File: config.mk
export PLATFORM = sky130hd
export DESIGN_NAME = pwrgood_monitor
export DESIGN_NICKNAME = d
export VERILOG_FILES = /design/src/rtl/pwrgood_pkg.sv /design/src/rtl/pwrgood_sync.sv /design/src/rtl/pwrgood_loss.sv /design/src/rtl/pwrgood_batt.sv /design/src/rtl/pwrgood_monitor.sv
export SDC_FILE = /design/constraint.sdc
export NUM_CORES = 1
export LEC_CHECK = 0
export BUFFER_PORTS_ARGS = -buffer_cell sky130_fd_sc_hd__buf_2
export CAP_MARGIN = 20
export CORE_AREA = 3 3 40 42
export DETAILED_ROUTE_END_ITERATION = 12
export DIE_AREA = 0 0 43 45
export GPL_TIMING_DRIVEN = 0
export PLACE_DENSITY = 0.51
export SLEW_MARGIN = 40
export SYNTH_ARGS = -nofsm -noshare
export SYNTH_HDL_FRONTEND = slang
export SYNTH_HIERARCHICAL = 1
export SYNTH_SLANG_ARGS = --single-unit
File: constraint.sdc
create_clock -name clk_rtc -period 1.1 [get_ports clk_rtc]
set_input_delay 0.33 -clock clk_rtc [delete_from_list [all_inputs] [get_ports clk_rtc]]
set_output_delay 0.33 -clock clk_rtc [all_outputs]
set_load 0.02 [all_outputs]
File: src/rtl/pwrgood_pkg.sv
`timescale 1ns/1ps
// Shared types and bit positions for the power-good supervisor.
// Assumes the synchronizer vector is ordered {batt, rsm_n, main}.
package pwrgood_pkg;
    typedef enum logic [1:0] {
        LOSS_RUN     = 2'd0,
        LOSS_PARTIAL = 2'd1,
        LOSS_FULL    = 2'd2
    } loss_state_e;

    typedef enum logic [1:0] {
        SLP_S0 = 2'd0,
        SLP_S3 = 2'd1,
        SLP_S4 = 2'd2,
        SLP_S5 = 2'd3
    } slp_state_e;

    localparam int unsigned SYNC_W   = 3;
    localparam int unsigned IDX_MAIN = 0;
    localparam int unsigned IDX_RSM  = 1;
    localparam int unsigned IDX_BATT = 2;
    // Idle values: main good high, resume reset inactive, battery fine.
    localparam logic [SYNC_W-1:0] SYNC_IDLE = 3'b011;
endpackage

File: src/rtl/pwrgood_sync.sv
`timescale 1ns/1ps
// Multi-bit chain of flops for asynchronous level inputs.
// Assumes every bit is an independent slow level, so no bus coherence is needed.
module pwrgood_sync #(
    parameter int unsigned WIDTH  = 3,
    parameter int unsigned STAGES = 2,
    parameter logic [WIDTH-1:0] RST_VAL = '0
) (
    input  logic             clk,
    input  logic             rst_n,
    input  logic [WIDTH-1:0] d_i,
    output logic [WIDTH-1:0] q_o
);
    logic [WIDTH-1:0] stg [STAGES];

    for (genvar g = 0; g < STAGES; g++) begin : g_stage
        if (g == 0) begin : g_first
            // First stage takes the raw input.
            always_ff @(posedge clk) begin
                if (!rst_n) stg[g] <= RST_VAL;
                else        stg[g] <= d_i;
            end
        end else begin : g_next
            // Later stages shift the previous stage along.
            always_ff @(posedge clk) begin
                if (!rst_n) stg[g] <= RST_VAL;
                else        stg[g] <= stg[g-1];
            end
        end
    end

    assign q_o = stg[STAGES-1];
endmodule

File: src/rtl/pwrgood_loss.sv
`timescale 1ns/1ps
// Classifies power losses and decides on restart.
// A drop of main good with the resume reset inactive is partial: it sets the
// sticky flag and always restarts. An active resume reset turns any loss into
// a full failure, which restarts only when the policy input allows it.
// Assumes synchronized inputs.
module pwrgood_loss
    import pwrgood_pkg::*;
(
    input  logic clk,
    input  logic rst_n,
    input  logic main_s,
    input  logic rsm_n_s,
    input  logic restart_pol_i,
    input  logic flag_clr_i,
    output logic fail_flag_o,
    output logic reboot_o
);
    loss_state_e state_q, state_d;
    logic        rsm_act;
    logic        flag_set;
    logic        reboot_d;

    assign rsm_act = !rsm_n_s;

    // Next-state decision for the loss tracker.
    always_comb begin
        state_d = state_q;
        unique case (state_q)
            LOSS_RUN: begin
                if (rsm_act)      state_d = LOSS_FULL;
                else if (!main_s) state_d = LOSS_PARTIAL;
            end
            LOSS_PARTIAL: begin
                if (rsm_act)     state_d = LOSS_FULL;
                else if (main_s) state_d = LOSS_RUN;
            end
            LOSS_FULL: begin
                if (!rsm_act && main_s) state_d = LOSS_RUN;
            end
            default: state_d = LOSS_FULL;
        endcase
    end

    // Restart and flag-set conditions taken from the current state.
    always_comb begin
        flag_set = (state_q == LOSS_RUN) && !rsm_act && !main_s;
        reboot_d = !rsm_act && main_s &&
                   ((state_q == LOSS_PARTIAL) ||
                    ((state_q == LOSS_FULL) && restart_pol_i));
    end

    // State register and registered restart pulse.
    always_ff @(posedge clk) begin
        if (!rst_n) begin
            state_q  <= LOSS_RUN;
            reboot_o <= 1'b0;
        end else begin
            state_q  <= state_d;
            reboot_o <= reboot_d;
        end
    end

    // Sticky flag: the resume reset clears it, a set beats the clear strobe.
    always_ff @(posedge clk) begin
        if (!rst_n)          fail_flag_o <= 1'b0;
        else if (rsm_act)    fail_flag_o <= 1'b0;
        else if (flag_set)   fail_flag_o <= 1'b1;
        else if (flag_clr_i) fail_flag_o <= 1'b0;
    end
endmodule

File: src/rtl/pwrgood_batt.sv
`timescale 1ns/1ps
// Battery-low handling: blocks wake requests while asleep and raises one SMI
// request on a battery-low rise in S0. Assumes sleep_st_i and wake_req_i are
// already synchronous to clk.
module pwrgood_batt
    import pwrgood_pkg::*;
(
    input  logic       clk,
    input  logic       rst_n,
    input  logic       batt_s,
    input  logic [1:0] sleep_st_i,
    input  logic       wake_req_i,
    output logic       wake_grant_o,
    output logic       smi_o
);
    logic batt_q;
    logic in_s0;

    assign in_s0        = (sleep_st_i == SLP_S0);
    assign wake_grant_o = wake_req_i && !in_s0 && !batt_s;

    // Edge history for battery-low and the SMI pulse register.
    always_ff @(posedge clk) begin
        if (!rst_n) begin
            batt_q <= 1'b0;
            smi_o  <= 1'b0;
        end else begin
            batt_q <= batt_s;
            smi_o  <= batt_s && !batt_q && in_s0;
        end
    end
endmodule

File: src/rtl/pwrgood_monitor.sv
`timescale 1ns/1ps
// Top of the power-good supervisor. It synchronizes the slow asynchronous
// inputs, forms the processor power good from the raw supply and regulator
// good inputs, and instantiates the loss classifier and the battery logic.
// Assumes clk_rtc is free-running in the always-on well.
module pwrgood_monitor
    import pwrgood_pkg::*;
#(
    parameter int unsigned SYNC_STAGES = 2
) (
    input  logic       clk_rtc,
    input  logic       rst_n,
    input  logic       main_good_i,
    input  logic       vreg_good_i,
    input  logic       rsm_rst_n_i,
    input  logic       batt_low_i,
    input  logic [1:0] sleep_st_i,
    input  logic       wake_req_i,
    input  logic       restart_pol_i,
    input  logic       flag_clr_i,
    output logic       cpu_good_o,
    output logic       fail_flag_o,
    output logic       reboot_o,
    output logic       wake_grant_o,
    output logic       smi_o
);
    logic [SYNC_W-1:0] raw_vec;
    logic [SYNC_W-1:0] sync_vec;
    logic              main_s;
    logic              rsm_n_s;
    logic              batt_s;

    // Order-independent AND of the two good inputs.
    assign cpu_good_o = main_good_i & vreg_good_i;

    // Pack the asynchronous inputs for the synchronizer.
    always_comb begin
        raw_vec           = '0;
        raw_vec[IDX_MAIN] = main_good_i;
        raw_vec[IDX_RSM]  = rsm_rst_n_i;
        raw_vec[IDX_BATT] = batt_low_i;
    end

    pwrgood_sync #(
        .WIDTH   (SYNC_W),
        .STAGES  (SYNC_STAGES),
        .RST_VAL (SYNC_IDLE)
    ) u_sync (
        .clk   (clk_rtc),
        .rst_n (rst_n),
        .d_i   (raw_vec),
        .q_o   (sync_vec)
    );

    assign main_s  = sync_vec[IDX_MAIN];
    assign rsm_n_s = sync_vec[IDX_RSM];
    assign batt_s  = sync_vec[IDX_BATT];

    pwrgood_loss u_loss (
        .clk           (clk_rtc),
        .rst_n         (rst_n),
        .main_s        (main_s),
        .rsm_n_s       (rsm_n_s),
        .restart_pol_i (restart_pol_i),
        .flag_clr_i    (flag_clr_i),
        .fail_flag_o   (fail_flag_o),
        .reboot_o      (reboot_o)
    );

    pwrgood_batt u_batt (
        .clk          (clk_rtc),
        .rst_n        (rst_n),
        .batt_s       (batt_s),
        .sleep_st_i   (sleep_st_i),
        .wake_req_i   (wake_req_i),
        .wake_grant_o (wake_grant_o),
        .smi_o        (smi_o)
    );
endmodule

==> impl_metrics.toml <==
[worst_setup_path]
crit_required_ns = 0.77
cp-endpoint = "wake_grant_o"
rr_worst_depth = 3
r2r_slack_ns = 0.19
worstSetupStartpointType = "register"
critical_path_class = "reg2out"
cp-startpoint = "u_sync/stg[1][2]$_SDFF_PN0_"
rr_startpoint = "u_loss/state_q[1]$_SDFFE_PN0P_"
critPathCaptureType = "primary output"
crit_fanout = 2
r2r-end = "u_loss/reboot_o$_SDFF_PN0_"
arrival_ns = 0.87

[floorplanning]
fp.dieW_microns = 43
die_h_microns = 45
initial_utilization = 0.296
die_area_sq_um = 1940
io_pins = 16
core-area_sq_um = 1280
num_rows = 13

[logic_synthesis]
syn-instance-count = 35
syn_avg_cell_area_sq_um = 10.9
syn_nets = 46
synth.area.top_cells = "dfxtp_1, nand2b_1, and2_1, mux2_2, nor3_1"
yosys.cell_types.count = 15
synth_top_area_frac = 0.632
yosysSeqAreaShare = 0.632
synth_largest_area_cell = "dfxtp_1"
synthesis.area_sq_um = 380
ys_ff_latch = 12
yosysWarningCount = 6

[final_layout]
postLayoutCoreUtil = 0.398
fillers = 139
layout_common_cells = "buf_2, dfxtp_1, nand2b_1"
multiInputGateArea_sq_um = 138
drive_gt1_frac = 0.453
antennaDiodeCount = 0
seqCellArea_sq_um = 243
final_common_cell = "buf_2"
syn_to_final_growth_pct = 34.5
finalNetCount = 66

[power]
ir_drop_v = 0.000723
power.density_nw_per_um2 = 1500
p_leak_uw = 0.000243

[sta]
max_slew.worst_pin.slew_ns = 0.161
final-max-slew-violation-count = 0
finalCriticalPeriod_ns = 1.20
slew_headroom = 0.892
whs_ns = 0.248
max_freq_mhz = 831
finalHoldViolCount = 0
skew_ns = 0.00330
setup_slack_ns = -0.104
rsz0062_at_grt = "yes"
period_share = 1.09
setup_viol = 1

[min_path]
hp-start = "rsm_rst_n_i"
hold_path.class = "in2reg"

[global_routing]
grt_max_degree = 10
grt_pass1_vias = 223
grt_pass1_wl_microns = 917
track_usage = 0.0671
antenna_found_initial = 0
overflow = 0

[clocking]
clockRootBuffer = "clkbuf_4"
clk_pin_slew_ns = 0.06
hold_buffers = 0
cts_buffers = 3
clock_sinks = 12
clock_latency_ns = 0.26
cts_tree = "built"
clock_path_buffers = 2
htreeDepth = 1

[drt]
via_per_inst = 4.22
ant_nets = 0
drtIter0Drc = 5
wl_per_cell_microns = 8.15
wl_microns = 554
vias = 287
first_pass_iters = 4
drc = 0

[placement]
place.gp.congestion = 0.614
portBuffers = 15

[status]
violations = "negative setup slack"
status = "finished, violations left"

[job]
maxCapViolations = 0
[cell type report]
| cell class | instances | share of cell area |
|---|---|---|
| Clock buffer | 3 | 0.0440 |
| Inverter | 2 | 0.0147 |
| Multi-Input combinational cell | 21 | 0.269 |
| Sequential cell | 12 | 0.474 |
| Tap cell | 15 | 0.0367 |
| Timing Repair Buffer | 15 | 0.161 |
[repair_timing]
item                                    CTS  global route
endpoints found under the setup margin    2             3
gates resized for setup                   3             2
pin swaps                                 1             0
setup buffers                             0             0
[worst min-delay path by stage]
| stage | to | cells after the start |
|---|---|---|
| floorplan | u_sync/stg[1][0]$_SDFF_PN1_ | 1 |
| global placement | u_sync/stg[1][0]$_SDFF_PN1_ | 1 |
| detailed placement | u_sync/stg[1][1]$_SDFF_PN1_ | 1 |
| CTS | u_sync/stg[0][1]$_SDFF_PN1_ | 2 |
| global route | u_sync/stg[0][1]$_SDFF_PN1_ | 2 |
| finish | u_sync/stg[0][1]$_SDFF_PN1_ | 2 |
[registers in the layout (all words and copies together) (netlist names)]
| name | cells |
|---|---|
| u_sync/stg | 6 |
| u_loss/reboot_o | 1 |
| u_batt/smi_o | 1 |
| u_batt/batt_q | 1 |
| u_loss/state_q | 2 |
| u_loss/fail_flag_o | 1 |
[layer usage]
layer,track usage,share of wire
met5,0,0
met4,0.0361,0
met3,0.0518,0.11
met2,0.0868,0.44
met1,0.0786,0.45
[logic make-up after synthesis]
| family | count (synthesis) | synth area share |
|---|---|---|
| buf+inv | 2 | 0.0197 |
| flops | 12 | 0.632 |
| simple gates | 17 | 0.273 |
| mux | 1 | 0.0296 |
| compound gates | 3 | 0.0460 |
[synthesized netlist by cell type]
library cell / number
nor3_2: 1
nand2b_1: 4
nand2_1: 2
a21oi_1: 1
nor2_1: 2
a21boi_0: 1
inv_1: 2
nor3_1: 2
and2_1: 3
mux2_2: 1
o21ai_0: 1
and3b_1: 1
and2_4: 1
nor3b_1: 1
dfxtp_1: 12
[worst max-delay path: stages (launching register included)]
cell     delay (ns)
dfxtp_2        0.32
nor3b_2        0.14
buf_4          0.16
[per-stage QoR]
step	area [sq um]	setup TNS, ns	power, uW	cells	setup WS, ns
5_1_grt	512	-0.157	822	68	-0.157
2_1_floorplan	385	0	498	35	0.0727
3_5_place_dp	479	-0.0297	528	65	-0.0297
6_report	512	-0.104	770	68	-0.104
3_3_place_gp	479	-0.0198	527	65	-0.0198
4_1_cts	508	-0.127	799	68	-0.127
[power breakdown]
part | internal [uW] | switching [uW]
Sequential | 451 | 6.29
Combinational | 34.7 | 29.1
Clock | 126 | 123
No activity file was read; power rests on OpenSTA's default activity.
